## src/rtl/cbuf_pkg.sv

```systemverilog
package cbuf_pkg;

    localparam int AW = 16;
    localparam int RW = $clog2(AW) + 1;

    typedef logic [AW-1:0]        addr_t;
    typedef logic signed [AW-1:0] mod_t;
    typedef logic [RW-1:0]        rwid_t;

    typedef enum logic [1:0] {
        FLD_PTR  = 2'd0,
        FLD_BASE = 2'd1,
        FLD_LEN  = 2'd2,
        FLD_CTL  = 2'd3
    } fld_e;

    typedef struct packed {
        addr_t ptr;
        addr_t base;
        addr_t len;
        logic  rev_en;
        rwid_t rev_w;
    } ctx_t;

    // mirror the low n bits of x; bits at or above n become zero
    function automatic addr_t rev_low(addr_t x, rwid_t n);
        addr_t r;
        r = '0;
        for (int i = 0; i < AW; i++) begin
            if (i < int'(n)) r[i] = x[int'(n) - 1 - i];
        end
        return r;
    endfunction

    function automatic addr_t low_mask(rwid_t n);
        addr_t m;
        for (int i = 0; i < AW; i++) m[i] = (i < int'(n));
        return m;
    endfunction

    function automatic rwid_t clamp_w(addr_t d);
        rwid_t w;
        w = d[RW:1];
        return (int'(w) > AW) ? rwid_t'(AW) : w;
    endfunction

endpackage

```

## src/rtl/cbuf_ctx_file.sv

```systemverilog
module cbuf_ctx_file
    import cbuf_pkg::*;
#(
    parameter int NCTX = 4,
    localparam int CW = $clog2(NCTX)
) (
    input  logic          clk,
    input  logic          rst,
    input  logic          cfg_we,
    input  logic [CW-1:0] cfg_ctx,
    input  logic [1:0]    cfg_fld,
    input  addr_t         cfg_data,
    input  logic          wb_en,
    input  logic [CW-1:0] wb_ctx,
    input  addr_t         wb_ptr,
    input  logic [CW-1:0] rd_ctx,
    output ctx_t          rd
);

    ctx_t regs [NCTX];

    for (genvar g = 0; g < NCTX; g++) begin : g_ctx
        logic sel_cfg;
        logic sel_wb;
        assign sel_cfg = cfg_we && (cfg_ctx == CW'(g));
        assign sel_wb  = wb_en  && (wb_ctx  == CW'(g));

        always_ff @(posedge clk) begin
            if (rst) begin
                regs[g] <= '0;
            end else begin
                if (sel_cfg && fld_e'(cfg_fld) == FLD_PTR) regs[g].ptr <= cfg_data;
                else if (sel_wb)                           regs[g].ptr <= wb_ptr;
                if (sel_cfg && fld_e'(cfg_fld) == FLD_BASE) regs[g].base <= cfg_data;
                if (sel_cfg && fld_e'(cfg_fld) == FLD_LEN)  regs[g].len  <= cfg_data;
                if (sel_cfg && fld_e'(cfg_fld) == FLD_CTL) begin
                    regs[g].rev_en <= cfg_data[0];
                    regs[g].rev_w  <= clamp_w(cfg_data);
                end
            end
        end
    end

    assign rd = regs[rd_ctx];

endmodule

```

## src/rtl/cbuf_step.sv

```systemverilog
module cbuf_step
    import cbuf_pkg::*;
(
    input  ctx_t  cur,
    input  mod_t  mod,
    output addr_t nxt
);

    localparam int XW = AW + 2;

    logic signed [XW-1:0] p_x, b_x, l_x, m_x, sum_x, end_x;
    addr_t rp, rm, rs, rlow, keep;

    always_comb begin
        p_x   = signed'({2'b00, cur.ptr});
        b_x   = signed'({2'b00, cur.base});
        l_x   = signed'({2'b00, cur.len});
        m_x   = signed'({{2{mod[AW-1]}}, mod});
        sum_x = p_x + m_x;
        end_x = b_x + l_x;

        rp   = rev_low(cur.ptr, cur.rev_w);
        rm   = rev_low(addr_t'(mod), cur.rev_w);
        rs   = rp + rm;
        rlow = rev_low(rs, cur.rev_w);
        keep = low_mask(cur.rev_w);

        if (cur.rev_en)
            nxt = (cur.ptr & ~keep) | (rlow & keep);
        else if (cur.len == '0)
            nxt = cur.ptr + addr_t'(mod);
        else if (!mod[AW-1] && sum_x >= end_x)
            nxt = addr_t'(sum_x - l_x);
        else if (mod[AW-1] && sum_x < b_x)
            nxt = addr_t'(sum_x + l_x);
        else
            nxt = addr_t'(sum_x);
    end

endmodule

```

## src/rtl/cbuf_hazard.sv

```systemverilog
module cbuf_hazard #(
    parameter int NCTX = 4,
    localparam int CW = $clog2(NCTX)
) (
    input  logic          req_valid,
    input  logic [CW-1:0] req_ctx,
    input  logic          pend_v,
    input  logic [CW-1:0] pend_ctx,
    output logic          stall
);

    assign stall = req_valid && pend_v && (pend_ctx == req_ctx);

endmodule

```

## src/rtl/circ_agu.sv

```systemverilog
module circ_agu
    import cbuf_pkg::*;
#(
    parameter int NCTX = 4,
    localparam int CW = $clog2(NCTX)
) (
    input  logic          clk,
    input  logic          rst,
    input  logic          cfg_we,
    input  logic [CW-1:0] cfg_ctx,
    input  logic [1:0]    cfg_fld,
    input  logic [AW-1:0] cfg_data,
    input  logic          req_valid,
    input  logic [CW-1:0] req_ctx,
    input  logic [AW-1:0] req_mod,
    output logic          stall,
    output logic          addr_valid,
    output logic [AW-1:0] addr
);

    ctx_t          rd_ctx;
    logic          s1_v;
    logic [CW-1:0] s1_ctx;
    ctx_t          s1_c;
    mod_t          s1_mod;
    addr_t         nxt_ptr;
    logic          accept;

    assign accept = req_valid && !stall;

    cbuf_hazard #(.NCTX(NCTX)) u_haz (
        .req_valid (req_valid),
        .req_ctx   (req_ctx),
        .pend_v    (s1_v),
        .pend_ctx  (s1_ctx),
        .stall     (stall)
    );

    cbuf_ctx_file #(.NCTX(NCTX)) u_regs (
        .clk      (clk),
        .rst      (rst),
        .cfg_we   (cfg_we),
        .cfg_ctx  (cfg_ctx),
        .cfg_fld  (cfg_fld),
        .cfg_data (cfg_data),
        .wb_en    (s1_v),
        .wb_ctx   (s1_ctx),
        .wb_ptr   (nxt_ptr),
        .rd_ctx   (req_ctx),
        .rd       (rd_ctx)
    );

    cbuf_step u_step (
        .cur (s1_c),
        .mod (s1_mod),
        .nxt (nxt_ptr)
    );

    always_ff @(posedge clk) begin
        if (rst) begin
            s1_v   <= 1'b0;
            s1_ctx <= '0;
            s1_c   <= '0;
            s1_mod <= '0;
        end else begin
            s1_v <= accept;
            if (accept) begin
                s1_ctx <= req_ctx;
                s1_c   <= rd_ctx;
                s1_mod <= mod_t'(req_mod);
            end
        end
    end

    assign addr_valid = s1_v;
    assign addr       = s1_c.ptr;

    // helper terms for the wrap check
    logic [AW:0] chk_ptr, chk_lo, chk_hi, chk_nxt, chk_mag;
    logic        chk_circ;
    assign chk_ptr  = {1'b0, s1_c.ptr};
    assign chk_lo   = {1'b0, s1_c.base};
    assign chk_hi   = {1'b0, s1_c.base} + {1'b0, s1_c.len};
    assign chk_nxt  = {1'b0, nxt_ptr};
    assign chk_mag  = s1_mod[AW-1] ? {1'b0, -s1_mod} : {1'b0, s1_mod};
    assign chk_circ = s1_v && !s1_c.rev_en && (s1_c.len != '0)
                      && (chk_ptr >= chk_lo) && (chk_ptr < chk_hi)
                      && (chk_mag <= {1'b0, s1_c.len});

    assert_wrap_in_range_R4: assert property (@(posedge clk) disable iff (rst)
        chk_circ |-> (chk_nxt >= chk_lo && chk_nxt < chk_hi));

    assert_issue_follows_R3: assert property (@(posedge clk) disable iff (rst)
        (req_valid && !stall) |=> addr_valid);

    assert_no_spurious_R9: assert property (@(posedge clk) disable iff (rst)
        !(req_valid && !stall) |=> !addr_valid);

    assert_stall_needs_req_R9: assert property (@(posedge clk) disable iff (rst)
        stall |-> req_valid);

    assert_no_back_to_back_R8: assert property (@(posedge clk) disable iff (rst)
        (req_valid && !stall) |=> !(req_valid && !stall && req_ctx == $past(req_ctx)));

endmodule

```

## config.mk

```make
export PLATFORM = sky130hd
export DESIGN_NAME = circ_agu
export DESIGN_NICKNAME = d
export VERILOG_FILES = /design/src/rtl/cbuf_pkg.sv /design/src/rtl/cbuf_ctx_file.sv /design/src/rtl/cbuf_step.sv /design/src/rtl/cbuf_hazard.sv /design/src/rtl/circ_agu.sv
export SDC_FILE = /design/constraint.sdc
export NUM_CORES = 1
export LEC_CHECK = 0
export ABC_AREA = 1
export BUFFER_PORTS_ARGS = -buffer_cell sky130_fd_sc_hd__buf_4
export CAP_MARGIN = 10
export CORE_UTILIZATION = 50
export CTS_CLUSTER_SIZE = 16
export DETAILED_ROUTE_END_ITERATION = 7
export MAX_ROUTING_LAYER = met4
export PLACE_DENSITY = 0.66
export SKIP_LAST_GASP = 1
export SYNTH_ARGS = -nofsm -noshare
export SYNTH_HDL_FRONTEND = slang
export SYNTH_SLANG_ARGS = --single-unit
export TNS_END_PERCENT = 5
```

## constraint.sdc

```tcl
create_clock -name clk -period 5.7 [get_ports clk]
set_input_delay 0.855 -clock clk [delete_from_list [all_inputs] [get_ports clk]]
set_output_delay 0.855 -clock clk [all_outputs]
set_load 0.005 [all_outputs]
```

==> summary.txt, run 1 <==
Die
  • Core footprint: between 30000 and 40000 sq um
  • # IOs: 60
  • Die area: around 41000 sq um
  • Die Wd: a little over 200 um
  • Cell Rows: 73
  • Die height: between 200 and 250 um
  • Initial Utilization: 50.9%

Routing
  • Vias after detailed routing: roughly 19000
  • First DRT Iteration DRCs: 1987
  • Drt drc: 0
  • Avg Vias per Cell: slightly below 6
  • Antenna Nets Post-Route: 0
  • WL final: 70900 um
  • Wirelength per Cell: between 20 and 25 um
  • Pre-antenna DRT Iters: 6

Worst setup path
  • Worst setup EP type: flip-flop
  • Crit-path slowest cell: fa_1
  • Nature of the critical path startpoint: flip-flop
  • CP required: 6.11 ns
  • Register-to-Register Path Depth: 28
  • Worst path arrival time: about 5.6 ns
  • CP Depth: 28
  • Delay-heaviest family, CP: simple AND/OR/NAND/NOR gates
  • Max incr delay on CP: 0.46 ns
  • Cell mode on critical path: nand2_1
  • Worst setup path category: flip-flop to flip-flop
  • Buf/Inv on CP: 5
  • Crit path max fanout: 10

Logic synthesis
  • Yosys warnings: 0
  • Register area share after synthesis: approximately two fifths
  • Area contributors post-synth: edfxtp_1, nand2_1, o21ai_0
  • Most used DFF post-synth: edfxtp_1
  • Syn Inst Count: about 2800
  • Ys async rst share: 0%
  • Unique masters post-synth: between 50 and 60
  • Synthesized area per cell: 7.33 sq um
  • Number of synthesized flops with an enable pin: roughly 220
  • Area fraction of the dominant cell type after synthesis: between 30% and 40%
  • Synth area leader: edfxtp_1
  • Mapped Nets: between 2000 and 3000
  • Mapped cell area: 20300 sq um
  • FF+latch count, synth: slightly below 300

Cells and area
  • Most common cell after layout, fill and taps aside: nand2_1
  • Finished Layout Cells: 3334
  • Commonest non-fill, non-tap cells in the layout: nand2_1, nor2_1, o21ai_0
  • Share of layout cells above drive strength 1: 7.90%
  • Post-layout nets: between 2000 and 3000
  • Final core utilization: 56.1%
  • Area growth syn-to-layout: 10.1%
  • # diodes: 0

Timing
  • Final Hold Vio Count: 0
  • Period utilization: between 90 and 100%
  • Final setup vio count: 0
  • Crit path time final: 5.19 ns
  • Unrepaired setup endpoints after global routing: no
  • Worst slew margin: approximately a third
  • Setup TNS: 0 ns
  • Slew Limit Fails: 0
  • Final Skew: between 0.02 and 0.025 ns
  • Max Freq: between 150 and 200 MHz
  • Measured slew at the worst slew-check pin: slightly below 1 ns

Clocking
  • Worst-path clk slew: roughly 0.06 ns
  • CTS Sinks: slightly below 300
  • Postcts setup bufs: 0
  • Bufs on Longest Clock Path: 3
  • Clk root buf: clkbuf_16
  • Inserted Clock Buffers: 34
  • CTS tree: done
  • H-tree depth: 2
  • Worst-Skew Late Latency: between 0.5 and 0.6 ns

Placed design
  • Input/output buffers: just under 60
  • Gpl congestion: a little under 1
  • Hpwl dp: 53100 um
  • Placed Cells: 3272

Power
  • Maximum vdd drop: about 0.00027 V
  • PwrDens: 332 nW/um^2
  • Power Total: approximately 7.4 mW
  • P_leak: 9.95 nW

Status
  • Run status: finished, final reports clean

GRT
  • Wire length of the first global-routing pass: between 100000 and 150000 um
  • Antenna violations before repair: 1
  • Vias in the first global route: 17394
  • Largest net degree at the start of global routing: 84
  • Remaining global-route overflow: 0
  • GRT Total Usage: a little over a third

Min path
  • Hold path depth: 2
  • Hold Crit Class: flip-flop to flip-flop

Flow run
  • Max Cap Viol: 0
## metal layers
metal  GRT usage [%]  vias to the layer above  share of wire (%)
met5               -                        -                  0
li1                -                     9294                  -
met3            4.55                       98                8.2
met4            10.7                        0                2.8
met1            49.4                     9072                 45
met2            51.5                      820                 44
## worst paths after layout
path | from | endpoint | slack, ns
setup / recovery | s1_c[1] | u_regs.regs[3][42] | 0.51
hold / removal | chk_lo[10] | chk_lo[10] | 0.49
setup reg to reg | s1_c[1] | u_regs.regs[3][42] | 0.51
hold reg to reg | chk_lo[10] | chk_lo[10] | 0.49
## sequential cells by signal (all words and copies together) (netlist names)
name         cells
s1_mod          16
s1_c            22
addr            16
s1_ctx           2
chk_lo          16
addr_valid       1
u_regs.regs    216
## Yosys cell counts (8+ instances only)
cell / number
nand2_1: 573
nor2_1: 387
o21ai_0: 337
inv_1: 266
edfxtp_1: 216
nand3_1: 177
a21oi_1: 164
ha_1: 107
clkbuf_1: 92
dfxtp_1: 73
o22ai_1: 49
xor2_1: 47
o21ai_1: 37
buf_2: 22
buf_4: 20
nor3_1: 20
xnor2_1: 17
nand2_2: 14
a31oi_1: 13
nand4_1: 12
o211ai_1: 11
clkinv_1: 10
o21bai_1: 10
nand3_2: 9
buf_1: 8
## repair_timing
action / 4_1_cts / 5_1_grt
setup endpoints to repair: 0 / 5
hold buffers: 0 / 0
gates resized for setup: 0 / 2
## area by class of cell
class / instances / area (sq um)
repair buffers: 121 / 946
inverters: 283 / 1060
well taps: 525 / 657
clock inverters: 15 / 176
flip-flops and latches: 289 / 7950
fillers: 3778 / 17500
clock buffers: 47 / 930
multi-input cells: 2054 / 10700
## worst reg2reg max path: cells and delay by family (launching register included)
kind,cells,cell delay (ns)
buf+inv,5,0.72
compound gates,4,0.84
simple gates,16,1.92
flops,1,0.40
xor+xnor,1,0.36
fa+ha+maj,2,0.86
## per-stage QoR
step           instance area [sq um]  hold slack, ns  setup slack (ns)
2_1_floorplan                  20300           0.453             0.830
3_3_place_gp                   21300           0.473             0.641
3_5_place_dp                   21300           0.481             0.524
4_1_cts                        22400           0.490             0.531
5_1_grt                        22400           0.511            0.0241
6_report                       22400           0.487             0.509
## logic make-up (layout without fill, tap and decap cells)
kind of cell	Yosys count	count (layout)	share of synthesized area, %
compound gates	653	653	17.2
xor+xnor	66	66	2.97
fa+ha+maj	112	112	7.08
buf+inv	429	466	8.59
flops	289	289	39.1
mux	7	7	0.345
simple gates	1216	1216	24.7
## where the power goes
part | total, mW | internal, mW | switching, mW | leakage (nW)
Combinational | 2.75 | 0.861 | 1.89 | 6.69
Sequential | 2.49 | 2.40 | 0.0881 | 2.73
Clock | 2.19 | 1.25 | 0.941 | 0.529
Total | 7.43 | 4.51 | 2.92 | 9.95
Note: power is estimated with default switching activity, not from simulation.
==> run 2, diff against run 1 <==
==> constraint.sdc (replaced) <==
create_clock -name clk -period 5.7 [get_ports clk]
set_input_delay 0.285 -clock clk [delete_from_list [all_inputs] [get_ports clk]]
set_output_delay 0.285 -clock clk [all_outputs]
set_load 0.005 [all_outputs]
==> summary.txt, run 2 (synthesis results as in run 1) <==
Die
  • Die Wd: 204 um (unchanged)
  • Initial Utilization: 50.9% (unchanged)
  • # IOs: 60 (unchanged)
  • Cell Rows: 73 (unchanged)
  • Core footprint: 39900 sq um (unchanged)
  • Die height: 204 um (unchanged)
  • Die area: 41500 sq um (unchanged)

Cells and area
  • Area growth syn-to-layout: 11.2%
  • Commonest non-fill, non-tap cells in the layout: nand2_1, nor2_1, o21ai_0
  • Share of layout cells above drive strength 1: 8.75% (+0.85 points)
  • Fill count: 3781 (+0.079%)
  • # diodes: 0 (unchanged)
  • Max FFs per register: 216 (unchanged)
  • Most flop-heavy register: u_regs.regs
  • Post-layout nets: 2962 (+0.85%)
  • Most common cell after layout, fill and taps aside: nand2_1
  • Fin area: 22600 sq um (+1.1%)
  • Biggest regs: u_regs.regs (216), s1_c (22)
  • Finished Layout Cells: 3358 (+0.72%)

Timing
  • Max Freq: 193 MHz (about the same)
  • Final hold slack: 0.0308 ns (-0.456 ns)
  • Slew Limit Fails: 0 (unchanged)
  • Unrepaired setup endpoints after global routing: no
  • Worst slew margin: 27.9% (-5.2 points)
  • Final setup vio count: 0 (unchanged)
  • Setup TNS: 0 ns (unchanged)
  • Measured slew at the worst slew-check pin: 1.07 ns (+0.0778 ns)
  • Final Hold Vio Count: 0 (unchanged)
  • Crit path time final: 5.19 ns (-0.00441 ns)
  • Period utilization: 91.0% (about the same)
  • Final Skew: 0.0270 ns (+0.00254 ns)

Clocking
  • H-tree depth: 2 (unchanged)
  • Bufs on Longest Clock Path: 3 (unchanged)
  • Worst-Skew Late Latency: 0.56 ns (about the same)
  • Postcts setup bufs: 0 (unchanged)
  • Post-cts resize count: 0 (unchanged)
  • Clk root buf: clkbuf_16
  • CTS Sinks: 289 (unchanged)
  • Worst-path clk slew: 0.06 ns (about the same)
  • # hold bufs at CTS: 3 (+3)
  • CTS tree: done
  • Inserted Clock Buffers: 34 (unchanged)

Worst setup path
  • Crit path max fanout: 9 (-1)
  • Nature of the critical path startpoint: flip-flop
  • Delay-heaviest family, CP: simple AND/OR/NAND/NOR gates
  • Worst setup EP type: flip-flop
  • Worst path arrival time: 5.47 ns (-0.13 ns)
  • CP required: 5.98 ns (-0.13 ns)
  • Buf/Inv on CP: 6 (+1)
  • Worst setup path category: flip-flop to flip-flop
  • Max incr delay on CP: 0.42 ns (-0.04 ns)
  • Crit-path slowest cell: ha_1
  • Reg-to-reg critical path startpoint: s1_c[1]
  • Cell mode on critical path: nand2_1
  • Critical Path Source: s1_c[1]

Power
  • Net Sw Power: 2.92 mW (about the same)
  • Power Total: 7.61 mW (+2.4%)
  • PwrDens: 336 nW/um^2 (+1.3%)
  • Reg power frac: 32.6% (-0.9 points)
  • P_leak: 10.1 nW (+1.6%)
  • Pint: 4.69 mW (+3.9%)
  • Combinational fraction of design power: 37.2% (+0.2 points)
  • Switching share of power: 38.4% (-0.91 points)
  • Clock share of power: 30.1% (+0.6 points)
  • Maximum vdd drop: 0.000348 V (+27%)

Min path
  • Hold Startpoint: req_mod[7]
  • Hold Crit Class: input port to flip-flop

Routing
  • Pre-antenna DRT Iters: 6 (unchanged)
  • WL final: 71600 um (+0.91%)
  • Drt drc: 0 (unchanged)
  • First DRT Iteration DRCs: 2129 (+7.1%)
  • Wirelength per Cell: 21.3 um (+0.19%)
  • Antenna Nets Post-Route: 0 (unchanged)
  • Vias after detailed routing: 19395 (+0.58%)
  • Avg Vias per Cell: 5.78 (-0.14%)

GRT
  • Antenna violations before repair: 0 (-1)
  • Largest net degree at the start of global routing: 89 (+6.0%)
  • Wire length of the first global-routing pass: 108000 um (+2.5%)
  • GRT Total Usage: 35.5% (+0.70 points)
  • Remaining global-route overflow: 0 (unchanged)
  • Vias in the first global route: 17616 (+1.3%)

Placed design
  • Placed instance area: 21400 sq um (+0.72%)
  • Input/output buffers: 59 (unchanged)
  • Placed Cells: 3294 (+0.67%)
  • Gpl congestion: 0.984 (-0.88%)
  • Hpwl dp: 53500 um (+0.77%)

Flow run
  • Max Cap Viol: 0 (unchanged)

Status
  • Run status: finished, final reports clean
[run 2: cell count changes in the layout (fill, tap and decap cells not counted), sizes merged]
cell	change
bufinv	+2
clkinvlp	-2
buf	+22
dlygate4sd3	+3
clkbuf	-1
[run 2: path summary, 6_finish.rpt]
path                        end  slack [ns]  cells after the start
max          u_regs.regs[1][53]        0.51                     31
min                   s1_mod[7]        0.03                      3
max reg2reg  u_regs.regs[1][53]        0.51                     31
min reg2reg          chk_lo[10]        0.48                      2
[run 2: worst reg2reg max path, delay by kind of cell (launching register included)]
| kind | cells | cell delay (ns) |
|---|---|---|
| buffers and inverters | 6 | 0.88 |
| AND/OR/NAND/NOR | 17 | 1.70 |
| AO/OA/AOI/OAI | 5 | 1.05 |
| adder cells (fa/ha/maj) | 2 | 0.71 |
| XOR/XNOR | 1 | 0.15 |
| flip-flops | 1 | 0.41 |
[run 2: cell type report]
class,count,area [sq um],share of cell area (%)
Clock buffer,46,956,4.23
Clock inverter,15,211,0.935
Inverter,283,1060,4.71
Multi-Input combinational cell,2054,10700,47.1
Sequential cell,289,7950,35.1
Tap cell,525,657,2.90
Timing Repair Buffer,146,1130,4.99
[run 2: power groups by stage]
stage | combinational [mW] | clock, mW | sequential (mW)
floorplan | 1.81 | 0 | 2.49
global placement | 2.77 | 0 | 2.52
detailed placement | 2.76 | 0 | 2.52
CTS | 2.78 | 2.32 | 2.48
global route | 3.11 | 2.39 | 2.49
finish | 2.83 | 2.29 | 2.48
[run 2: metal layers]
layer	vias to the layer above	global-route usage [%]	routed length, um
met1	9037	51.2	32200
met2	925	53.2	31600
met3	86	3.64	6150
met5	-	-	0
li1	9347	-	-
met4	0	8.67	1570
[run 2: per-stage QoR]
step           worst slack, ns  util, %
2_1_floorplan            0.830        -
3_3_place_gp             0.643     53.7
3_5_place_dp             0.620     53.7
4_1_cts                  0.602     56.7
5_1_grt                0.00671     56.7
6_report                 0.513     56.7
